**config.mk**
```make
export PLATFORM = sky130hd
export DESIGN_NAME = pwm_fifo_gen
export DESIGN_NICKNAME = d
export VERILOG_FILES = /design/src/rtl/pwm_fifo_pkg.sv /design/src/rtl/pwm_sample_fifo.sv /design/src/rtl/pwm_timebase.sv /design/src/rtl/pwm_fifo_gen.sv
export SDC_FILE = /design/constraint.sdc
export NUM_CORES = 1
export LEC_CHECK = 0
export CAP_MARGIN = 20
export CORE_ASPECT_RATIO = 0.8
export CORE_MARGIN = 2
export CORE_UTILIZATION = 35
export CTS_BUF_LIST = sky130_fd_sc_hd__clkbuf_16
export DETAILED_ROUTE_END_ITERATION = 10
export GPL_ROUTABILITY_DRIVEN = 0
export PLACE_DENSITY_LB_ADDON = 0.15
export SYNTH_ARGS = -nofsm -noshare
export SYNTH_HDL_FRONTEND = slang
export SYNTH_SLANG_ARGS = --single-unit
```
**constraint.sdc**
```tcl
create_clock -name clk -period 9.4 [get_ports clk]
set_clock_uncertainty 0.2 [all_clocks]
set_input_delay 2.35 -clock clk [delete_from_list [all_inputs] [get_ports clk]]
set_output_delay 2.35 -clock clk [all_outputs]
set_load 0.01 [all_outputs]
```
**src/rtl/pwm_fifo_pkg.sv**
```systemverilog
package pwm_fifo_pkg;

  localparam logic [4:0] A_CTRL = 5'h00;
  localparam logic [4:0] A_STAT = 5'h04;
  localparam logic [4:0] A_DUTY = 5'h08;
  localparam logic [4:0] A_PER  = 5'h0C;
  localparam logic [4:0] A_CNT  = 5'h10;

  typedef enum logic [1:0] {
    OUT_NORM = 2'd0,
    OUT_INV  = 2'd1,
    OUT_LOW  = 2'd2,
    OUT_LOWX = 2'd3
  } out_mode_e;

  // number of periods each sample is used for
  function automatic logic [3:0] uses_of(input logic [1:0] code);
    return 4'd1 << code;
  endfunction

  // output level before the enable gate
  function automatic logic level_of(input logic [1:0] mode, input logic below);
    case (mode)
      OUT_NORM: return below;
      OUT_INV:  return !below;
      default:  return 1'b0;
    endcase
  endfunction

endpackage

```
**src/rtl/pwm_sample_fifo.sv**
```systemverilog
module pwm_sample_fifo #(
  parameter int DW    = 16,
  parameter int DEPTH = 4
) (
  input  logic                       clk,
  input  logic                       rst_n,
  input  logic                       clr,
  input  logic                       push,
  input  logic [DW-1:0]              din,
  input  logic                       pop,
  output logic [DW-1:0]              dout,
  output logic [$clog2(DEPTH+1)-1:0] fill
);
  localparam int PW = (DEPTH > 1) ? $clog2(DEPTH) : 1;
  localparam int FW = $clog2(DEPTH+1);

  logic [PW-1:0] wr_q, rd_q;
  logic [FW-1:0] fill_q;
  logic [DW-1:0] slot_w [DEPTH];
  logic          do_push, do_pop;

  assign do_push = push && (fill_q != FW'(DEPTH));
  assign do_pop  = pop && (fill_q != '0);

  for (genvar i = 0; i < DEPTH; i++) begin : g_slot
    logic [DW-1:0] slot_q;
    always_ff @(posedge clk or negedge rst_n) begin
      if (!rst_n)                            slot_q <= '0;
      else if (do_push && wr_q == PW'(i))    slot_q <= din;
    end
    assign slot_w[i] = slot_q;
  end

  always_ff @(posedge clk or negedge rst_n) begin
    if (!rst_n) begin
      wr_q <= '0; rd_q <= '0; fill_q <= '0;
    end else if (clr) begin
      wr_q <= '0; rd_q <= '0; fill_q <= '0;
    end else begin
      if (do_push) wr_q <= wr_q + 1'b1;
      if (do_pop)  rd_q <= rd_q + 1'b1;
      if (do_push && !do_pop)      fill_q <= fill_q + 1'b1;
      else if (do_pop && !do_push) fill_q <= fill_q - 1'b1;
    end
  end

  assign dout = slot_w[rd_q];
  assign fill = fill_q;
endmodule

```
**src/rtl/pwm_timebase.sv**
```systemverilog
module pwm_timebase #(
  parameter int DW  = 16,
  parameter int PSW = 12
) (
  input  logic           clk,
  input  logic           rst_n,
  input  logic           clr,
  input  logic           run,
  input  logic           tick,
  input  logic [PSW-1:0] prescale,
  input  logic [DW-1:0]  last,
  output logic [DW-1:0]  cnt,
  output logic           ptick,
  output logic           roll
);
  logic [PSW-1:0] pre_q;
  logic [DW-1:0]  cnt_q;

  assign ptick = run && tick && (pre_q >= prescale);
  assign roll  = ptick && (cnt_q >= last);

  always_ff @(posedge clk or negedge rst_n) begin
    if (!rst_n) begin
      pre_q <= '0; cnt_q <= '0;
    end else if (clr || !run) begin
      pre_q <= '0; cnt_q <= '0;
    end else if (tick) begin
      pre_q <= (pre_q >= prescale) ? '0 : pre_q + 1'b1;
      if (ptick) cnt_q <= roll ? '0 : cnt_q + 1'b1;
    end
  end

  assign cnt = cnt_q;
endmodule

```
**src/rtl/pwm_fifo_gen.sv**
```systemverilog
module pwm_fifo_gen #(
  parameter int DW    = 16,
  parameter int PSW   = 12,
  parameter int DEPTH = 4
) (
  input  logic        clk,
  input  logic        rst_n,
  input  logic        clk_en,
  input  logic        wr_en,
  input  logic [4:0]  addr,
  input  logic [31:0] wdata,
  output logic [31:0] rdata,
  output logic        pwm_out
);
  import pwm_fifo_pkg::*;

  localparam int FW = $clog2(DEPTH+1);
  localparam logic [DW-1:0] PER_MAX = {{(DW-1){1'b1}}, 1'b0};

  function automatic logic [DW-1:0] clamp_per(input logic [DW-1:0] v);
    return (v > PER_MAX) ? PER_MAX : v;
  endfunction

  // control state
  logic           en_q, srst_q;
  logic [1:0]     rep_q, mode_q, csel_q;
  logic [PSW-1:0] pre_q;
  logic [DW-1:0]  per_q, active_q;
  logic [2:0]     rep_cnt_q;
  logic           running_q;
  logic           roll_st, cmp_st, werr_st;

  // named events
  logic           clr, ctrl_wr, stat_wr, duty_wr, per_wr;
  logic           ptick, roll, last_use, load_evt, pop, cmp_evt, ovf_evt, below;
  logic [DW-1:0]  cnt, fifo_head;
  logic [FW-1:0]  fill;

  assign clr     = srst_q;
  assign ctrl_wr = wr_en && !clr && (addr == A_CTRL);
  assign stat_wr = wr_en && !clr && (addr == A_STAT);
  assign duty_wr = wr_en && !clr && (addr == A_DUTY);
  assign per_wr  = wr_en && !clr && (addr == A_PER);

  assign last_use = (4'(rep_cnt_q) + 4'd1) >= uses_of(rep_q);
  assign load_evt = (en_q && !running_q) || (roll && last_use);
  assign pop      = load_evt && (fill != '0);
  assign ovf_evt  = duty_wr && (fill == FW'(DEPTH));
  assign cmp_evt  = ptick && !roll && ((DW+1)'(cnt) + 1'b1 == (DW+1)'(active_q));
  assign below    = cnt < active_q;

  pwm_sample_fifo #(.DW(DW), .DEPTH(DEPTH)) i_fifo (
    .clk(clk), .rst_n(rst_n), .clr(clr),
    .push(duty_wr), .din(wdata[DW-1:0]),
    .pop(pop), .dout(fifo_head), .fill(fill)
  );

  pwm_timebase #(.DW(DW), .PSW(PSW)) i_tb (
    .clk(clk), .rst_n(rst_n), .clr(clr),
    .run(en_q && running_q), .tick(clk_en && (csel_q != 2'd0)),
    .prescale(pre_q), .last(per_q + 1'b1),
    .cnt(cnt), .ptick(ptick), .roll(roll)
  );

  always_ff @(posedge clk or negedge rst_n) begin
    if (!rst_n) begin
      en_q <= 1'b0; srst_q <= 1'b0; rep_q <= '0; mode_q <= '0; csel_q <= '0; pre_q <= '0;
      per_q <= '0; active_q <= '0; rep_cnt_q <= '0; running_q <= 1'b0;
      roll_st <= 1'b0; cmp_st <= 1'b0; werr_st <= 1'b0;
    end else if (clr) begin
      en_q <= 1'b0; srst_q <= 1'b0; rep_q <= '0; mode_q <= '0; csel_q <= '0; pre_q <= '0;
      per_q <= '0; active_q <= '0; rep_cnt_q <= '0; running_q <= 1'b0;
      roll_st <= 1'b0; cmp_st <= 1'b0; werr_st <= 1'b0;
    end else begin
      if (ctrl_wr) begin
        en_q   <= wdata[0];
        srst_q <= wdata[1];
        rep_q  <= wdata[3:2];
        mode_q <= wdata[5:4];
        csel_q <= wdata[7:6];
        pre_q  <= wdata[8 +: PSW];
      end
      if (per_wr) per_q <= clamp_per(wdata[DW-1:0]);
      running_q <= en_q;
      if (pop) active_q <= fifo_head;
      if (load_evt)  rep_cnt_q <= '0;
      else if (roll) rep_cnt_q <= rep_cnt_q + 1'b1;
      roll_st <= roll    || (roll_st && !(stat_wr && wdata[5]));
      cmp_st  <= cmp_evt || (cmp_st  && !(stat_wr && wdata[6]));
      werr_st <= ovf_evt || (werr_st && !(stat_wr && wdata[7]));
    end
  end

  always_comb begin
    rdata = '0;
    case (addr)
      A_CTRL: rdata = 32'({pre_q, csel_q, mode_q, rep_q, srst_q, en_q});
      A_STAT: rdata = {24'd0, werr_st, cmp_st, roll_st, (fill == '0), 1'b0, 3'(fill)};
      A_DUTY: rdata = en_q ? 32'(active_q) : 32'd0;
      A_PER:  rdata = 32'(per_q);
      A_CNT:  rdata = 32'(cnt);
      default: rdata = '0;
    endcase
  end

  assign pwm_out = en_q && running_q && level_of(mode_q, below);
endmodule

```
==> results.md <==
Route:
- Summed over all layers, the routed wires come to 26200 µm.
- The detailed-routing iteration count for the pre-antenna-repair pass is 9.
- In the final routed layout, each cell accounts on average for between 15 and 20 µm.
- The DRC violations left is 0.
- The remaining antenna violation count after routing is 0.
- After detailed routing, the number of vias per cell comes to 5.29.
- The routed layout has roughly 7000 vias.
- The count of routing violations after the opening detailed-route iteration is between 400 and 500.

Synth:
- The number of enable-type register cells in the synthesized netlist is 0.
- The yosys synthesis warning count is 0.
- The mean instance size in the synthesized netlist is approximately 10 µm².
- Yosys mapped the design onto 73 distinct sky130hd cell types.
- Of all flip-flops after synthesis, the portion carrying an async set or reset was 100%.
- The most used flip-flop cell after synthesis is sky130_fd_sc_hd__dfrtp_1.
- The post-synthesis sequential element count is 158.
- The post-synthesis cell area is 0.00968 mm².
- The share of the yosys chip area belonging to registers is 40.9%.
- The number of cells produced by synthesis is 953.

Power:
- Sequential cells account for 41.6% of the total power.
- Cell internal power was estimated by the tool at approximately 1.5 mW.
- The reported leakage power is 5.21 nW.
- The share of power burned in combinational logic is 26.6%.
- Power spread over the standard cell area amounts to 209 mW/mm².
- For this design the total switching power over the nets is 0.784 mW.
- The switching share of power is roughly 34%.
- Across the VDD grid, the largest voltage drop is 0.136 mV.
- The share of power burned in the clock network is 31.8%.

Critical path:
- For the worst setup path, the data required time is between 6000 and 7000 ps.
- The slowest stage of the critical path belongs to the cell sky130_fd_sc_hd__clkdlybuf4s50_1.
- Together, buffers and inverters on the worst path number 2.
- The type of origin of the critical path is a primary input.
- The largest delay contributor family on the critical path is simple AND/OR/NAND/NOR gates.
- The delay of the slowest cell on the worst path is 560 ps.
- The class of the most critical setup path is primary input to output pin.
- Of all nets on the critical path, the largest fanout is 16.
- The worst setup path is captured at an output pin.
- Among the stages of the critical path, the cell type that occurs most often is sky130_fd_sc_hd__clkdlybuf4s50_1.
- The data arrival time at the worst-slack endpoint is 4890 ps.
- Walking the worst path, the cells encountered are clkdlybuf4s50_1, nor3_1, and3b_1, and2_1, a222oi_1, nand2_1, clkdlybuf4s50_1.

GRT:
- The aggregate global-route resource usage is around a fifth.
- For this run the aggregate overflow at the end of global routing stands at 0.
- The first-pass GRT wire length is 41600 µm.
- The number of global-route vias before repair came to 7101.
- Entering global routing, the biggest net connects 69 pins.
- The initial antenna violation count is 0.

Timing:
- Setup repair after global routing left no endpoint under its margin.
- The final number of max-transition violations is 0.
- For the pin with the worst max-slew slack, the measured transition is 1100 ps.
- The maximum clock frequency is 134 MHz.
- The final critical path time including I/O delays and setup is ~7400 ps.
- The setup total negative slack is 0 ps.
- The worst hold-check slack is 302 ps.
- The worst slew slack as a fraction of its limit is 26.5%.
- Across all setup checks in the final design, the least slack found is 1960 ps.
- The final number of hold-violating endpoints was 0.
- The final number of setup-violating endpoints is 0.
- In the finished design, the share of the clock period the worst path needs comes to 79.2%.

Clock tree:
- The hold buffer count at CTS is 0.
- In this run the clock root is driven by a sky130_fd_sc_hd__clkbuf_16.
- The H-tree generated during clock tree synthesis spans 4 levels.
- The TritonCTS clock tree is yes.
- The number of setup buffers added after CTS is 0.
- The tree built by TritonCTS fans out to 158 sinks.
- After clock tree synthesis, the repair step resized 0 gates.
- The clock passes through at most 2 buffers.
- The clock-pin slew reported for the worst setup and hold paths after clock tree synthesis is 70 ps.
- The later pin in the worst-skew pair is clocked with a latency of 440 ps.
- In this run, CTS created clock tree buffers numbering 17.

Placement:
- Once placement finished, the instance area stood at 0.0104 mm².
- Prior to clock tree synthesis, the placed netlist has a worst setup slack of 1960 ps.
- The number of I/O port buffers is just under 50.
- Once detailed placement completed, the half-perimeter wirelength came to 18800 µm.

Job:
- The reported max-cap violation count is 0.

Die:
- The core outline area is around 0.027 mm².
- The die footprint is between 0.02 and 0.03 mm².
- The placement row count is 54.
- The height of the chip is 153 µm.
- During I/O placement, the number of pins put on the boundary was 74.
- The overall die width is 190 µm.
- Once the floorplan was initialized, standard cells occupied between 30% and 40% of the core.

Final layout:
- From synthesis to final layout, the design area changed by 14.5%.
- For this run, the post-layout net count is 1083.
- In the final layout, the share of cells above drive strength 1 is 14.7%.
- The antenna diode count is 0.
- Measured on the finished design, the core utilization comes to 40.7%.
- After routing the design area is 0.0111 mm².

Status:
- The run finished with clean final reports.

Min path:
- The kind of path behind the tightest hold check is flop to flop.
stage by stage:
stage,power (mW),cells
finish,2.32,1362
global route,2.46,1362
CTS,2.32,1359
detailed placement,1.58,1327
global placement,1.57,1327
floorplan,1.38,964
layer usage:
layer	GRT usage, %	wire length, µm
met3	3.55	1080
met4	4.39	275
met5	0	0
met1	27.7	13200
met2	28.2	11600
power groups by stage:
stage	registers [mW]	clock network, mW	logic [mW]
2_1_floorplan	0.883	0	0.494
3_3_place_gp	0.989	0	0.583
3_5_place_dp	0.990	0	0.592
4_1_cts	0.978	0.750	0.595
5_1_grt	0.982	0.777	0.701
6_report	0.963	0.736	0.617
worst register-to-register path, stage by stage, from the launching register on:
cell and delay [ps]:
sky130_fd_sc_hd__dfrtp_1 460, sky130_fd_sc_hd__and3_1 220, sky130_fd_sc_hd__and2_0 120, sky130_fd_sc_hd__and3_1 210, sky130_fd_sc_hd__and3_1 230, sky130_fd_sc_hd__nand4_1 140
sky130_fd_sc_hd__xor2_1 170, sky130_fd_sc_hd__ha_1 290, sky130_fd_sc_hd__nand4_1 140, sky130_fd_sc_hd__nor2_1 90, sky130_fd_sc_hd__o311ai_1 110, sky130_fd_sc_hd__nand4b_2 520
sky130_fd_sc_hd__a31oi_4 300, sky130_fd_sc_hd__buf_4 370, sky130_fd_sc_hd__and2_1 210, sky130_fd_sc_hd__fa_1 430, sky130_fd_sc_hd__or4_1 520, sky130_fd_sc_hd__nand3_1 90
area by class of cell:
type	instances	area [µm²]
Clock buffer	17	425
Clock inverter	15	184
Fill cell	2668	16100
Inverter	38	143
Multi-Input combinational cell	712	5330
Sequential cell	158	3960
Tap cell	364	455
Timing Repair Buffer	58	587
Yosys cell counts (all sizes together), types with 5 or more instances:
library cell / instances / area share (%)
a21oi: 24 / 1.3
nor2b: 7 / 0.45
inv: 38 / 1.5
mux2: 67 / 7.8
o31ai: 17 / 1.4
o21ai: 43 / 2.3
nand3b: 23 / 1.8
and2: 13 / 0.84
nand2: 130 / 5.2
a222oi: 16 / 1.7
xnor2: 22 / 2.0
buf: 29 / 2.1
nand3: 32 / 1.7
a22oi: 7 / 0.54
a211oi: 11 / 1.0
dfrtp: 158 / 41
nor3: 16 / 0.93
a22o: 6 / 0.54
nor2: 60 / 2.3
or3: 5 / 0.32
nand4: 13 / 0.90
nand2b: 7 / 0.53
clkbuf: 27 / 1.1
and3: 15 / 0.97
a31oi: 5 / 0.48
xor2: 22 / 2.1
mux4: 16 / 3.7
ha: 56 / 7.2
a21o: 10 / 0.78
mux2i: 20 / 2.1
state kept, by name, summed over array words and instances (netlist names), 3 cells and up:
signal,cells
i_tb.pre_q,12
i_fifo.fill,3
per_q,16
i_fifo.g_slot.slot_q,64
active_q,16
rep_cnt_q,3
i_tb.cnt,16
pre_q,12
path summary, 6_finish.rpt:
check                                                       start                                      to  cells past startpoint  slack, ps
max reg2reg                                  per_q[2]$_DFFE_PN0P_              i_fifo.fill[1]$_DFFE_PN0P_                     17       4500
min                        i_fifo.g_slot[2].slot_q[1]$_DFFE_PN0P_  i_fifo.g_slot[2].slot_q[1]$_DFFE_PN0P_                      1        300
max in group asynchronous                                   rst_n                    per_q[5]$_DFFE_PN0P_                      3       5470
max                                                       addr[4]                                rdata[7]                      7       1960
min in group asynchronous                                   rst_n                rep_cnt_q[1]$_DFFE_PN0P_                      1       1620
min reg2reg                i_fifo.g_slot[2].slot_q[1]$_DFFE_PN0P_  i_fifo.g_slot[2].slot_q[1]$_DFFE_PN0P_                      1        300
layout by cell type (no fill, tap or decap), types with 22 or more instances in the layout:
master	count
sky130_fd_sc_hd__xnor2_1	22
sky130_fd_sc_hd__o21ai_0	39
sky130_fd_sc_hd__ha_1	56
sky130_fd_sc_hd__nand2_1	127
sky130_fd_sc_hd__mux2_2	67
sky130_fd_sc_hd__nor2_1	60
sky130_fd_sc_hd__a21oi_1	23
sky130_fd_sc_hd__nand3b_1	23
sky130_fd_sc_hd__dfrtp_1	157
sky130_fd_sc_hd__inv_1	40
sky130_fd_sc_hd__nand3_1	31
sky130_fd_sc_hd__clkdlybuf4s50_1	48
logic make-up (layout without fill, tap and decap cells):
| group | Yosys count | after routing | synth area share (%) |
|---|---|---|---|
| buffers and inverters | 94 | 128 | 4.60 |
| flip-flops | 158 | 158 | 40.9 |
| adder cells (fa/ha/maj) | 57 | 57 | 7.45 |
| multiplexers | 103 | 103 | 13.6 |
| AND/OR/NAND/NOR | 337 | 337 | 17.3 |
| XOR/XNOR | 44 | 44 | 4.06 |
| other | 1 | 12 | 0.0387 |
| AO/OA/AOI/OAI | 159 | 159 | 12.1 |
(Power assumes the default switching activity.)
